<file path="config.mk">
export PLATFORM = sky130hd
export DESIGN_NAME = os_byte_rx
export DESIGN_NICKNAME = d
export VERILOG_FILES = /design/src/rtl/os_rx_pkg.sv /design/src/rtl/rx_line_cond.sv /design/src/rtl/rx_bit_timer.sv /design/src/rtl/rx_frame_fsm.sv /design/src/rtl/os_byte_rx.sv
export SDC_FILE = /design/constraint.sdc
export NUM_CORES = 1
export LEC_CHECK = 0
export ABC_AREA = 0
export BUFFER_PORTS_ARGS = -buffer_cell sky130_fd_sc_hd__buf_4
export CORE_MARGIN = 2
export CORE_UTILIZATION = 40
export CTS_BUF_LIST = sky130_fd_sc_hd__clkbuf_2
export DETAILED_ROUTE_END_ITERATION = 10
export GPL_TIMING_DRIVEN = 0
export PLACE_DENSITY_LB_ADDON = 0.25
export SYNTH_ARGS = -nofsm -noshare
export SYNTH_HDL_FRONTEND = slang
export SYNTH_SLANG_ARGS = --single-unit
</file>
<file path="constraint.sdc">
create_clock -name clk -period 3.39 [get_ports clk]
set_clock_uncertainty 0.1 [all_clocks]
set_input_delay 0.1695 -clock clk [delete_from_list [all_inputs] [get_ports clk]]
set_output_delay 0.1695 -clock clk [all_outputs]
set_load 0.1 [all_outputs]
</file>
<file path="src/rtl/os_rx_pkg.sv">
package os_rx_pkg;
  typedef enum logic [1:0] {
    ST_IDLE  = 2'd0,
    ST_START = 2'd1,
    ST_DATA  = 2'd2,
    ST_STOP  = 2'd3
  } rx_state_e;
endpackage

</file>
<file path="src/rtl/rx_line_cond.sv">
module rx_line_cond #(
  parameter int SYNC_LEN = 2,
  parameter int FILT_W   = 2
) (
  input  logic clk,
  input  logic rst,
  input  logic tick,
  input  logic line_in,
  output logic line_f
);
  localparam logic [FILT_W-1:0] FMAX = '1;
  localparam logic [FILT_W-1:0] FMIN = '0;

  logic [SYNC_LEN-1:0] sync_q;
  logic [FILT_W-1:0]   fcnt;
  logic                filt_q;
  logic                sync_msb;

  assign sync_msb = sync_q[SYNC_LEN-1];
  assign line_f   = filt_q;

  // synchronizer chain, shifts only on oversample ticks
  always_ff @(posedge clk) begin
    if (rst) begin
      sync_q <= '1;
    end else if (tick) begin
      sync_q <= {sync_q[SYNC_LEN-2:0], line_in};
    end
  end

  // saturating up/down glitch filter with hysteresis at the extremes
  always_ff @(posedge clk) begin
    if (rst) begin
      fcnt   <= FMAX;
      filt_q <= 1'b1;
    end else if (tick) begin
      if (sync_msb && fcnt != FMAX)
        fcnt <= fcnt + 1'b1;
      else if (!sync_msb && fcnt != FMIN)
        fcnt <= fcnt - 1'b1;
      if (fcnt == FMAX)
        filt_q <= 1'b1;
      else if (fcnt == FMIN)
        filt_q <= 1'b0;
    end
  end

  // nothing in the conditioner moves without a tick
  a_r3_sync_hold: assert property (@(posedge clk) disable iff (rst)
    !tick |=> $stable(sync_q));
  a_r3_filter_hold: assert property (@(posedge clk) disable iff (rst)
    !tick |=> $stable(line_f));
  // the filtered line only falls after the counter has emptied
  a_r4_fall_needs_empty: assert property (@(posedge clk) disable iff (rst)
    (tick && line_f && fcnt != FMIN) |=> line_f);
endmodule

</file>
<file path="src/rtl/rx_bit_timer.sv">
module rx_bit_timer #(
  parameter int OSR = 8
) (
  input  logic clk,
  input  logic rst,
  input  logic tick,
  input  logic restart,
  output logic next_bit
);
  localparam int CW = $clog2(OSR);
  localparam logic [CW-1:0] LAST = CW'(OSR - 1);
  localparam logic [CW-1:0] HALF = CW'(OSR / 2);

  logic [CW-1:0] pos_q;

  // restart loads the half-bit offset so the first strobe lands mid start bit
  always_ff @(posedge clk) begin
    if (rst) begin
      pos_q <= '0;
    end else if (restart) begin
      pos_q <= HALF;
    end else if (tick) begin
      if (pos_q == LAST)
        pos_q <= '0;
      else
        pos_q <= pos_q + 1'b1;
    end
  end

  assign next_bit = tick && (pos_q == LAST) && !restart;

  // the strobe never fires on the clock right after a restart
  a_r5_no_early_strobe: assert property (@(posedge clk) disable iff (rst)
    restart |=> !next_bit);
endmodule

</file>
<file path="src/rtl/rx_frame_fsm.sv">
module rx_frame_fsm
  import os_rx_pkg::*;
#(
  parameter int DATA_W = 8
) (
  input  logic              clk,
  input  logic              rst,
  input  logic              tick,
  input  logic              line_f,
  input  logic              next_bit,
  output logic              restart,
  output logic [DATA_W-1:0] data_o,
  output logic              valid_o
);
  localparam int IDX_W = $clog2(DATA_W);
  localparam logic [IDX_W-1:0] IDX_LAST = IDX_W'(DATA_W - 1);

  rx_state_e         state_q;
  logic              filt_d;
  logic [IDX_W-1:0]  idx_q;
  logic [DATA_W-1:0] shreg_q;
  logic              valid_q;

  assign restart = tick && (state_q == ST_IDLE) && filt_d && !line_f;
  assign data_o  = shreg_q;
  assign valid_o = valid_q;

  always_ff @(posedge clk) begin
    if (rst) begin
      state_q <= ST_IDLE;
      filt_d  <= 1'b1;
      idx_q   <= '0;
      shreg_q <= '0;
      valid_q <= 1'b0;
    end else begin
      valid_q <= 1'b0;
      if (tick) filt_d <= line_f;
      case (state_q)
        ST_IDLE: begin
          if (restart) state_q <= ST_START;
        end
        ST_START: begin
          if (next_bit) begin
            idx_q   <= '0;
            state_q <= line_f ? ST_IDLE : ST_DATA;
          end
        end
        ST_DATA: begin
          if (next_bit) begin
            shreg_q <= {line_f, shreg_q[DATA_W-1:1]};
            idx_q   <= idx_q + 1'b1;
            if (idx_q == IDX_LAST) state_q <= ST_STOP;
          end
        end
        ST_STOP: begin
          if (next_bit) begin
            valid_q <= line_f;
            state_q <= ST_IDLE;
          end
        end
        default: state_q <= ST_IDLE;
      endcase
    end
  end

  // a valid pulse lasts one clock
  a_r2_one_clock_valid: assert property (@(posedge clk) disable iff (rst)
    valid_q |=> !valid_q);
  // a valid pulse follows a high filtered line at the stop sample
  a_r7_valid_needs_stop_high: assert property (@(posedge clk) disable iff (rst)
    valid_q |-> $past(line_f));
  // the data register only moves on a bit strobe
  a_r6_data_moves_on_strobe: assert property (@(posedge clk) disable iff (rst)
    !next_bit |=> $stable(shreg_q));
  // idle is left only on an oversample tick
  a_r8_idle_until_tick: assert property (@(posedge clk) disable iff (rst)
    (state_q == ST_IDLE && !tick) |=> state_q == ST_IDLE);
endmodule

</file>
<file path="src/rtl/os_byte_rx.sv">
module os_byte_rx #(
  parameter int DATA_W   = 8,
  parameter int OSR      = 8,
  parameter int SYNC_LEN = 2,
  parameter int FILT_W   = 2
) (
  input  logic              clk,
  input  logic              rst,
  input  logic              os_tick,
  input  logic              serial_in,
  output logic [DATA_W-1:0] byte_out,
  output logic              byte_valid
);
  logic line_f;
  logic restart;
  logic next_bit;

  rx_line_cond #(
    .SYNC_LEN (SYNC_LEN),
    .FILT_W   (FILT_W)
  ) u_cond (
    .clk     (clk),
    .rst     (rst),
    .tick    (os_tick),
    .line_in (serial_in),
    .line_f  (line_f)
  );

  rx_bit_timer #(
    .OSR (OSR)
  ) u_timer (
    .clk      (clk),
    .rst      (rst),
    .tick     (os_tick),
    .restart  (restart),
    .next_bit (next_bit)
  );

  rx_frame_fsm #(
    .DATA_W (DATA_W)
  ) u_fsm (
    .clk      (clk),
    .rst      (rst),
    .tick     (os_tick),
    .line_f   (line_f),
    .next_bit (next_bit),
    .restart  (restart),
    .data_o   (byte_out),
    .valid_o  (byte_valid)
  );
endmodule

</file>
== Yosys cells after proc, flatten, opt, wreduce, memory -nomap -nowiden ==
Index checks and enable logic that the tools add are counted.

* Reductions and logical operators: 24
* Equal/unequal tests: 12
* Add/sub/neg operators: 4
* Mux-type cells: 17
* Bitwise gates (word level): 2

{| class="wikitable"
|+ Operators with widths
! operator !! number
|-
| $mux W2 || 8
|-
| $mux W3 || 5
|-
| $ne A2 B2 Y1 const B || 5
|-
| $reduce_bool A2 Y1 || 5
|-
| $pmux W2 S4 || 1
|-
| $logic_and A1 B1 Y1 || 7
|-
| $add A3 B1 Y3 const B || 2
|-
| $eq A2 B2 Y1 const B || 3
|-
| $eq A3 B3 Y1 const B || 2
|-
| $pmux W3 S2 || 1
|-
| $reduce_and A2 Y1 || 3
|-
| $reduce_and A5 Y1 || 1
|-
| $logic_not A2 Y1 || 2
|-
| $logic_not A1 Y1 || 3
|-
| $reduce_and A3 Y1 || 1
|-
| $reduce_or A3 Y1 || 1
|-
| $add A2 B1 Y2 const B || 1
|-
| $eq A2 B1 Y1 const B || 1
|-
| $mux W1 || 2
|-
| $ne A2 B1 Y1 const B || 1
|-
| $not A1 Y1 || 2
|-
| $reduce_or A2 Y1 || 1
|-
| $sub A2 B1 Y2 const B || 1
|}

* Word-level logic and storage cells: 69
* Input bits: 4
* Output and inout port bits: 9
* Register bits after elaboration: 23

== Logic depth before layout (Yosys ltp) ==
Gate-level depths: netlist of the first run.

* Word-level depth: 8
* Depth in mapped cells: 7
* Mapped depth without buffers: 5

== Cells and area by module ==
A second synthesis of the first run with hierarchy kept.

* Cell total of the unflattened synthesis: 106
* Area total of the unflattened synthesis: 1089.8 um2

{| class="wikitable"
|+ By module, submodules not included
! module !! seq. area each (um2) !! cells each !! times used !! area each (um2)
|-
| rx_frame_fsm || 300.3 || 67 || 1 || 668.1
|-
| rx_line_cond || 100.1 || 25 || 1 || 269.0
|-
| rx_bit_timer || 60.1 || 14 || 1 || 152.6
|}

== Worst setup path before layout of the first run ==
Ideal clock, no wire load.

* Kind: flip-flop to flip-flop
* Start point: register u_cond.fcnt[0]
* End point: register u_cond.fcnt[1]
* Path slack: 1855 ps
* Arrival: 1307 ps
* Stages on the path, launching flop included: 6
* Cells stage by stage: dfxtp_1 -> inv_1 -> ha_1 -> nor4b_1 -> nor3_1 -> or3b_1

* Word-level cells in the longest chain between the ends: 4
* Elaborated cells on any way between the ends: 10
* Those cells by class: add/sub: 2; eq/ne: 1; mux: 2; reduce/logical: 5

{| class="wikitable"
|+ Ends and longest elaborated chain
! element !! line !! RTL
|-
| start: declaration || rx_line_cond.sv:15 || <nowiki>logic [FILT_W-1:0] fcnt;</nowiki>
|-
| start signal: assignment || rx_line_cond.sv:38 || <nowiki>fcnt <= fcnt + 1'b1;</nowiki>
|-
| start signal: assignment || rx_line_cond.sv:40 || <nowiki>fcnt <= fcnt - 1'b1;</nowiki>
|-
| parallel branches: the longest is 4 deep, another holds $sub A2 B1 Y2 || - ||
|}

Parallel ways; which one is timed is not known. The select of a mux whose other input is x is not followed.
A chain may end at the register's enable or synchronous reset.

== Worst setup path in the final report of the first run ==
* Start point: register u_timer.pos_q[0]
* End point: register u_fsm.idx_q[0]

* Word-level cells in the longest chain between the ends: 5
* Elaborated cells on any way between the ends: 6
* Those cells by class: eq/ne: 3; reduce/logical: 3

{| class="wikitable"
|+ Ends and longest elaborated chain
! element !! line !! RTL
|-
| start: declaration || rx_bit_timer.sv:14 || <nowiki>logic [CW-1:0] pos_q;</nowiki>
|-
| start signal: assignment || rx_bit_timer.sv:26 || <nowiki>pos_q <= pos_q + 1'b1;</nowiki>
|-
| $eq A3 B3 Y1 * || rx_bit_timer.sv:30 || <nowiki>assign next_bit = tick && (pos_q == LAST) && !restart;</nowiki>
|-
| $logic_and A1 B1 Y1 * (2 in a row) || rx_bit_timer.sv:30 ||
|-
| $ne A2 B2 Y1 (no line) || - ||
|-
| $reduce_and A3 Y1 (no line) * || - ||
|-
| end signal: assignment || rx_frame_fsm.sv:51 || <nowiki>idx_q <= idx_q + 1'b1;</nowiki>
|-
| end: declaration || rx_frame_fsm.sv:20 || <nowiki>logic [IDX_W-1:0] idx_q;</nowiki>
|}

Every way passes the cells marked *; elsewhere a longest branch is shown, timed or not.

==> results of run 1 <==
## synthesized netlist by cell type (3+ instances only)
library cell	number	area, um2
ha_1	6	75.1
buf_2	3	15.0
dfxtp_1	23	460
a211o_1	4	35.0
nor2b_1	6	37.5
o32ai_1	3	26.3
a21oi_1	11	55.1
nor2_1	6	22.5
clkbuf_1	4	15.0
inv_1	6	22.5
nand2_1	19	71.3
nand3_1	4	20.0
## power by group
group          internal (W)  switching [W]
logic             0.0000436      0.0000386
registers          0.000290      0.0000161
clock network     0.0000268      0.0000864
total              0.000360       0.000141
## sequential cells by signal (all words and copies together) (netlist names), named ones only
register and flops:
u_fsm.state_q 1, u_timer.pos_q 3, u_fsm.valid_o 1, u_cond.line_f 1, u_fsm.filt_d 1, u_fsm.data_o 8, u_cond.sync_q 2, u_fsm.idx_q 3
u_cond.fcnt 2
## critical path: stages, from the launching register on
cell and delay (ns):
dfxtp_1 0.40, ha_1 0.16, ha_1 0.13, clkbuf_1 0.25
nand2_1 0.20, a21oi_1 0.28, o32ai_1 0.11
## path summary, 6_finish.rpt
check / from / endpoint / slack [ns] / cells past startpoint
hold reg to reg: u_fsm.data_o[0]$_SDFFE_PP0P_ / u_fsm.data_o[0]$_SDFFE_PP0P_ / 0.38 / 2
setup reg to reg: u_timer.pos_q[0]$_SDFFE_PP0P_ / u_fsm.idx_q[0]$_SDFFE_PP0P_ / 1.68 / 6
setup / recovery: u_timer.pos_q[0]$_SDFFE_PP0P_ / u_fsm.idx_q[0]$_SDFFE_PP0P_ / 1.68 / 6
hold / removal: os_tick / u_cond.line_f$_SDFFE_PP1P_ / 0.15 / 3
## logic make-up after synthesis
family,after synthesis,share of synthesized area
fa+ha+maj,6,0.0708
buf+inv,13,0.0495
simple gates,48,0.246
flops,23,0.434
mux,3,0.0295
compound gates,26,0.170
## through the flow
step / util / instances / setup slack, ns / total power, W
final: 0.491 / 167 / 1.68 / 0.000502
after global routing: 0.491 / 167 / 1.51 / 0.000530
after CTS: 0.491 / 167 / 1.66 / 0.000505
after detailed placement: 0.475 / 161 / 1.69 / 0.000392
after global placement: 0.475 / 161 / 1.72 / 0.000387
after floorplan: - / 119 / 1.86 / 0.000372
## metal layers
| layer | GRT usage | vias to the layer above | wire (um) |
|---|---|---|---|
| met2 | 0.223 | 15 | 952 |
| li1 | - | 458 | - |
| met4 | 0.0418 | 0 | 17 |
| met3 | 0.0211 | 2 | 62 |
| met1 | 0.163 | 401 | 980 |
| met5 | 0 | - | 0 |
## cell type report
cell class | count | area, um2 | area share
plain buffers | 7 | 30.0 | 0.0244
clock inverters | 1 | 5.00 | 0.00407
well taps | 30 | 37.5 | 0.0305
clock buffers | 3 | 15.0 | 0.0122
repair buffers | 14 | 110 | 0.0896
flip-flops and latches | 23 | 460 | 0.375
multi-input cells | 83 | 548 | 0.446
inverters | 6 | 22.5 | 0.0183
==> flow_metrics.tcl, run 1 <==
set metrics [dict create \
    netlist-cell-type-count 31 \
    core_area_mm2 0.00250 \
    syn_area_mm2 0.00106 \
    p_leak_nw 0.511 \
    grt_overflow_total 0 \
    drtIter0Drc 10 \
    cp_data_required_time_ns 3.54 \
    power_density_mw_per_mm2 408 \
    critical_path.max_fanout 7 \
    grt_pass1_wl_mm 3.25 \
    syn_nets 129 \
    synth_edf_count 0 \
    port_buffers 12 \
    area_delta_synth_final_pct 15.8 \
    hold_ws_ns 0.154 \
    num_vias 876 \
    hold_viol_final 0 \
    ir_worst_vdd_v 0.000234 \
    critPathKind "flop to flop" \
    cts-resized-gates 0 \
    insertion_delay_ns 0.34 \
    cts_sinks 23 \
    postSynth.asyncResetShare 0 \
    dp_hpwl_mm 1.44 \
    die_y_um 55.5 \
    finalSetupViolCount 0 \
    cts_made_buffers 3 \
    slew_headroom 0.664 \
    gp_congestion 0.784 \
    ios 13 \
    wire_per_inst_um 12.0 \
    num-fill-cells 255 \
    clkTransAtPathRegs_ns 0.23 \
    status "complete, no violations" \
    fin_crit_ns 1.71 \
    timing.max_cap.violations 0 \
    drv_slew 0 \
    viasPerCell 5.25 \
    post_dp_cell_area_mm2 0.00119 \
    start_util 0.424 \
    grt_max_degree 14 \
    tightestPinTransition_ns 0.504 \
    finalCritPeriodShare 0.505 \
    cts_root_buffer "clkbuf_2" \
    rsz0062_at_grt "false" \
    mostFrequentLayoutCells "dfxtp_1 (23), nand2_1 (19), buf_4 (12)" \
    firstDrtPassIters 4 \
    clockBufferDepth 2 \
    fin_area_mm2 0.00123 \
    cts_tree "done" \
    mostFrequentLayoutCell "dfxtp_1" \
    totalNegativeSetupSlack_ns 0 \
    yosys_warnings 0 \
    max_freq_mhz 584 \
    ys_seq_area_frac 0.434 \
    antenna_found_initial 0 \
    hold_buffers 2 \
    grt_util_all_layers 0.129 \
    n_antenna_cell 0 \
    grt_pass1_vias 755 \
    cp-start-kind "flop" \
    route.detailed.drc 0 \
    core.rowCount 18 \
    die_width_um 55.5 \
    syn_area_per_cell_um2 8.92 \
    fin_nets 148 \
    synth-seq-cells 23 \
    arrival_ns 1.86 \
    layout-drive-gt1-share 0.168 \
    cts_max_level 1 \
    postCtsSetupRepairBufs 0 \
    ant_nets 0 \
    routed_wl_mm 2.01 \
    hold_class "input port to flop" \
    worstSetupEndpointType "flop" \
    synth-main-ff-cell "dfxtp_1" \
    die-area_mm2 0.00308 \
    synth_cells 119 \
]
Power figures use the tool's default switching activity.
==> run 2: changes to the inputs <==
clock period = 1.54 ns   (was 3.39 ns; I/O delays follow)
==> run 2 against run 1 <==
Global-route usage increased by 0.64 points. Sequential power rose by 120%. Routed wire length increased by 6.7%. Power grew 130%.
==> flow_metrics.tcl, run 2 (synthesized netlist as in run 1, its figures left out) <==
set metrics [dict create \
    status "complete, no violations" \
    wire_per_inst_um 12.8 \
    stdcell_count 168 \
    cts_made_buffers 3 \
    area_delta_synth_final_pct 23.5 \
    ir_worst_vdd_v 0.000533 \
    cts_tree "done" \
    largest_register_ffs 8 \
    routed_wl_mm 2.15 \
    max_freq_mhz 672 \
    clockBufferDepth 2 \
    cts_sinks 23 \
    critical_path.max_fanout 7 \
    start_util 0.424 \
    p_leak_nw 0.513 \
    mostFrequentLayoutCells "nand2_1 (19), dfxtp_1 (17), buf_4 (14)" \
    n_antenna_cell 0 \
    hold_ws_ns 0.0913 \
    core_area_mm2 0.00250 \
    grt_max_degree 14 \
    hold_viol_final 0 \
    dp_cells 161 \
    cp-start-kind "flop" \
    dp_hpwl_mm 1.44 \
    antenna_found_initial 0 \
    grt_overflow_total 0 \
    firstDrtPassIters 4 \
    dp_slack_ns -0.156 \
    finalCritPeriodShare 0.967 \
    grt_pass1_wl_mm 3.42 \
    cp_data_required_time_ns 1.69 \
    num-fill-cells 253 \
    fin_util 0.524 \
    ios 13 \
    mostFrequentLayoutCell "nand2_1" \
    fin_crit_ns 1.49 \
    grt_util_all_layers 0.135 \
    num_vias 911 \
    die_y_um 55.5 \
    totalNegativeSetupSlack_ns 0 \
    tightestPinTransition_ns 0.522 \
    timing.max_cap.violations 0 \
    core.rowCount 18 \
    clkTransAtPathRegs_ns 0.23 \
    finalSetupViolCount 0 \
    cts_root_buffer "clkbuf_2" \
    ant_nets 0 \
    port_buffers 12 \
    viasPerCell 5.42 \
    slew_headroom 0.652 \
    layout-drive-gt1-share 0.290 \
    fin_nets 149 \
    grt_pass1_vias 785 \
    hold_class "input port to flop" \
    worst_slack_ns 0.0515 \
    die_width_um 55.5 \
    worstSetupEndpointType "flop" \
    route.detailed.drc 0 \
    cts_max_level 1 \
    drv_slew 0 \
    insertion_delay_ns 0.34 \
    arrival_ns 1.63 \
    die-area_mm2 0.00308 \
    drtIter0Drc 11 \
    critPathKind "flop to flop" \
    gp_congestion 0.784 \
    power_density_mw_per_mm2 873 \
    rsz0062_at_grt "true" \
]
run 2: cell count changes in the layout (fill, tap and decap cells not counted), sizes merged:
cell | before | now
buf | 15 | 17
clkbuf | 7 | 6
run 2: final cells by class:
type	instances	area (um2)	share of cell area
sequential	23	470	0.359
inverter	6	22.5	0.0172
clock buffer	3	15.0	0.0115
tap	30	37.5	0.0287
buffer	6	32.5	0.0248
multi-input combinational	83	602	0.459
clock inverter	1	5.00	0.00382
timing repair buffer	16	125	0.0955
run 2: worst max-delay path, stage by stage, from the launching register on:
cell and delay, ns:
dfxtp_2 0.40, ha_2 0.20, ha_4 0.17, nand2_1 0.14
a21oi_1 0.27, o32ai_1 0.11
run 2: final timing paths:
| check | start | endpoint | slack, ns | depth (start not counted) |
|---|---|---|---|---|
| setup / recovery | u_timer.pos_q[0]$_SDFFE_PP0P_ | u_fsm.idx_q[0]$_SDFFE_PP0P_ | 0.05 | 5 |
| hold / removal | os_tick | u_cond.line_f$_SDFFE_PP1P_ | 0.09 | 3 |
| setup reg to reg | u_timer.pos_q[0]$_SDFFE_PP0P_ | u_fsm.idx_q[0]$_SDFFE_PP0P_ | 0.05 | 5 |
| hold reg to reg | u_fsm.data_o[0]$_SDFFE_PP0P_ | u_fsm.data_o[0]$_SDFFE_PP0P_ | 0.38 | 2 |
run 2: repair_timing:
item,4_1_cts,5_1_grt
setup endpoints to repair,12,10
hold buffers,2,0
buffers inserted,1,1
resized for setup,9,14
pin swaps,2,5
endpoints found under the hold margin,8,0
run 2: routing by layer:
| metal | GRT usage | routed length [um] | up-vias |
|---|---|---|---|
| li1 | - | - | 457 |
| met1 | 0.170 | 1010 | 435 |
| met2 | 0.236 | 1050 | 17 |
| met3 | 0.0211 | 71 | 2 |
| met4 | 0.0418 | 17 | 0 |
| met5 | 0 | 0 | - |
run 2: metrics by stage:
step | instance area, um2 | power, W
2_1_floorplan | 1060 | 0.000819
3_3_place_gp | 1190 | 0.000852
3_5_place_dp | 1190 | 0.000863
4_1_cts | 1270 | 0.00113
5_1_grt | 1310 | 0.00120
6_report | 1310 | 0.00114
run 2: report_power, final:
| group | leakage, nW | switching [W] | internal (W) |
|---|---|---|---|
| combinational | 0.308 | 0.0000983 | 0.000110 |
| clock | 0.0164 | 0.000194 | 0.0000589 |
| sequential | 0.189 | 0.0000389 | 0.000644 |
| total | 0.513 | 0.000331 | 0.000812 |
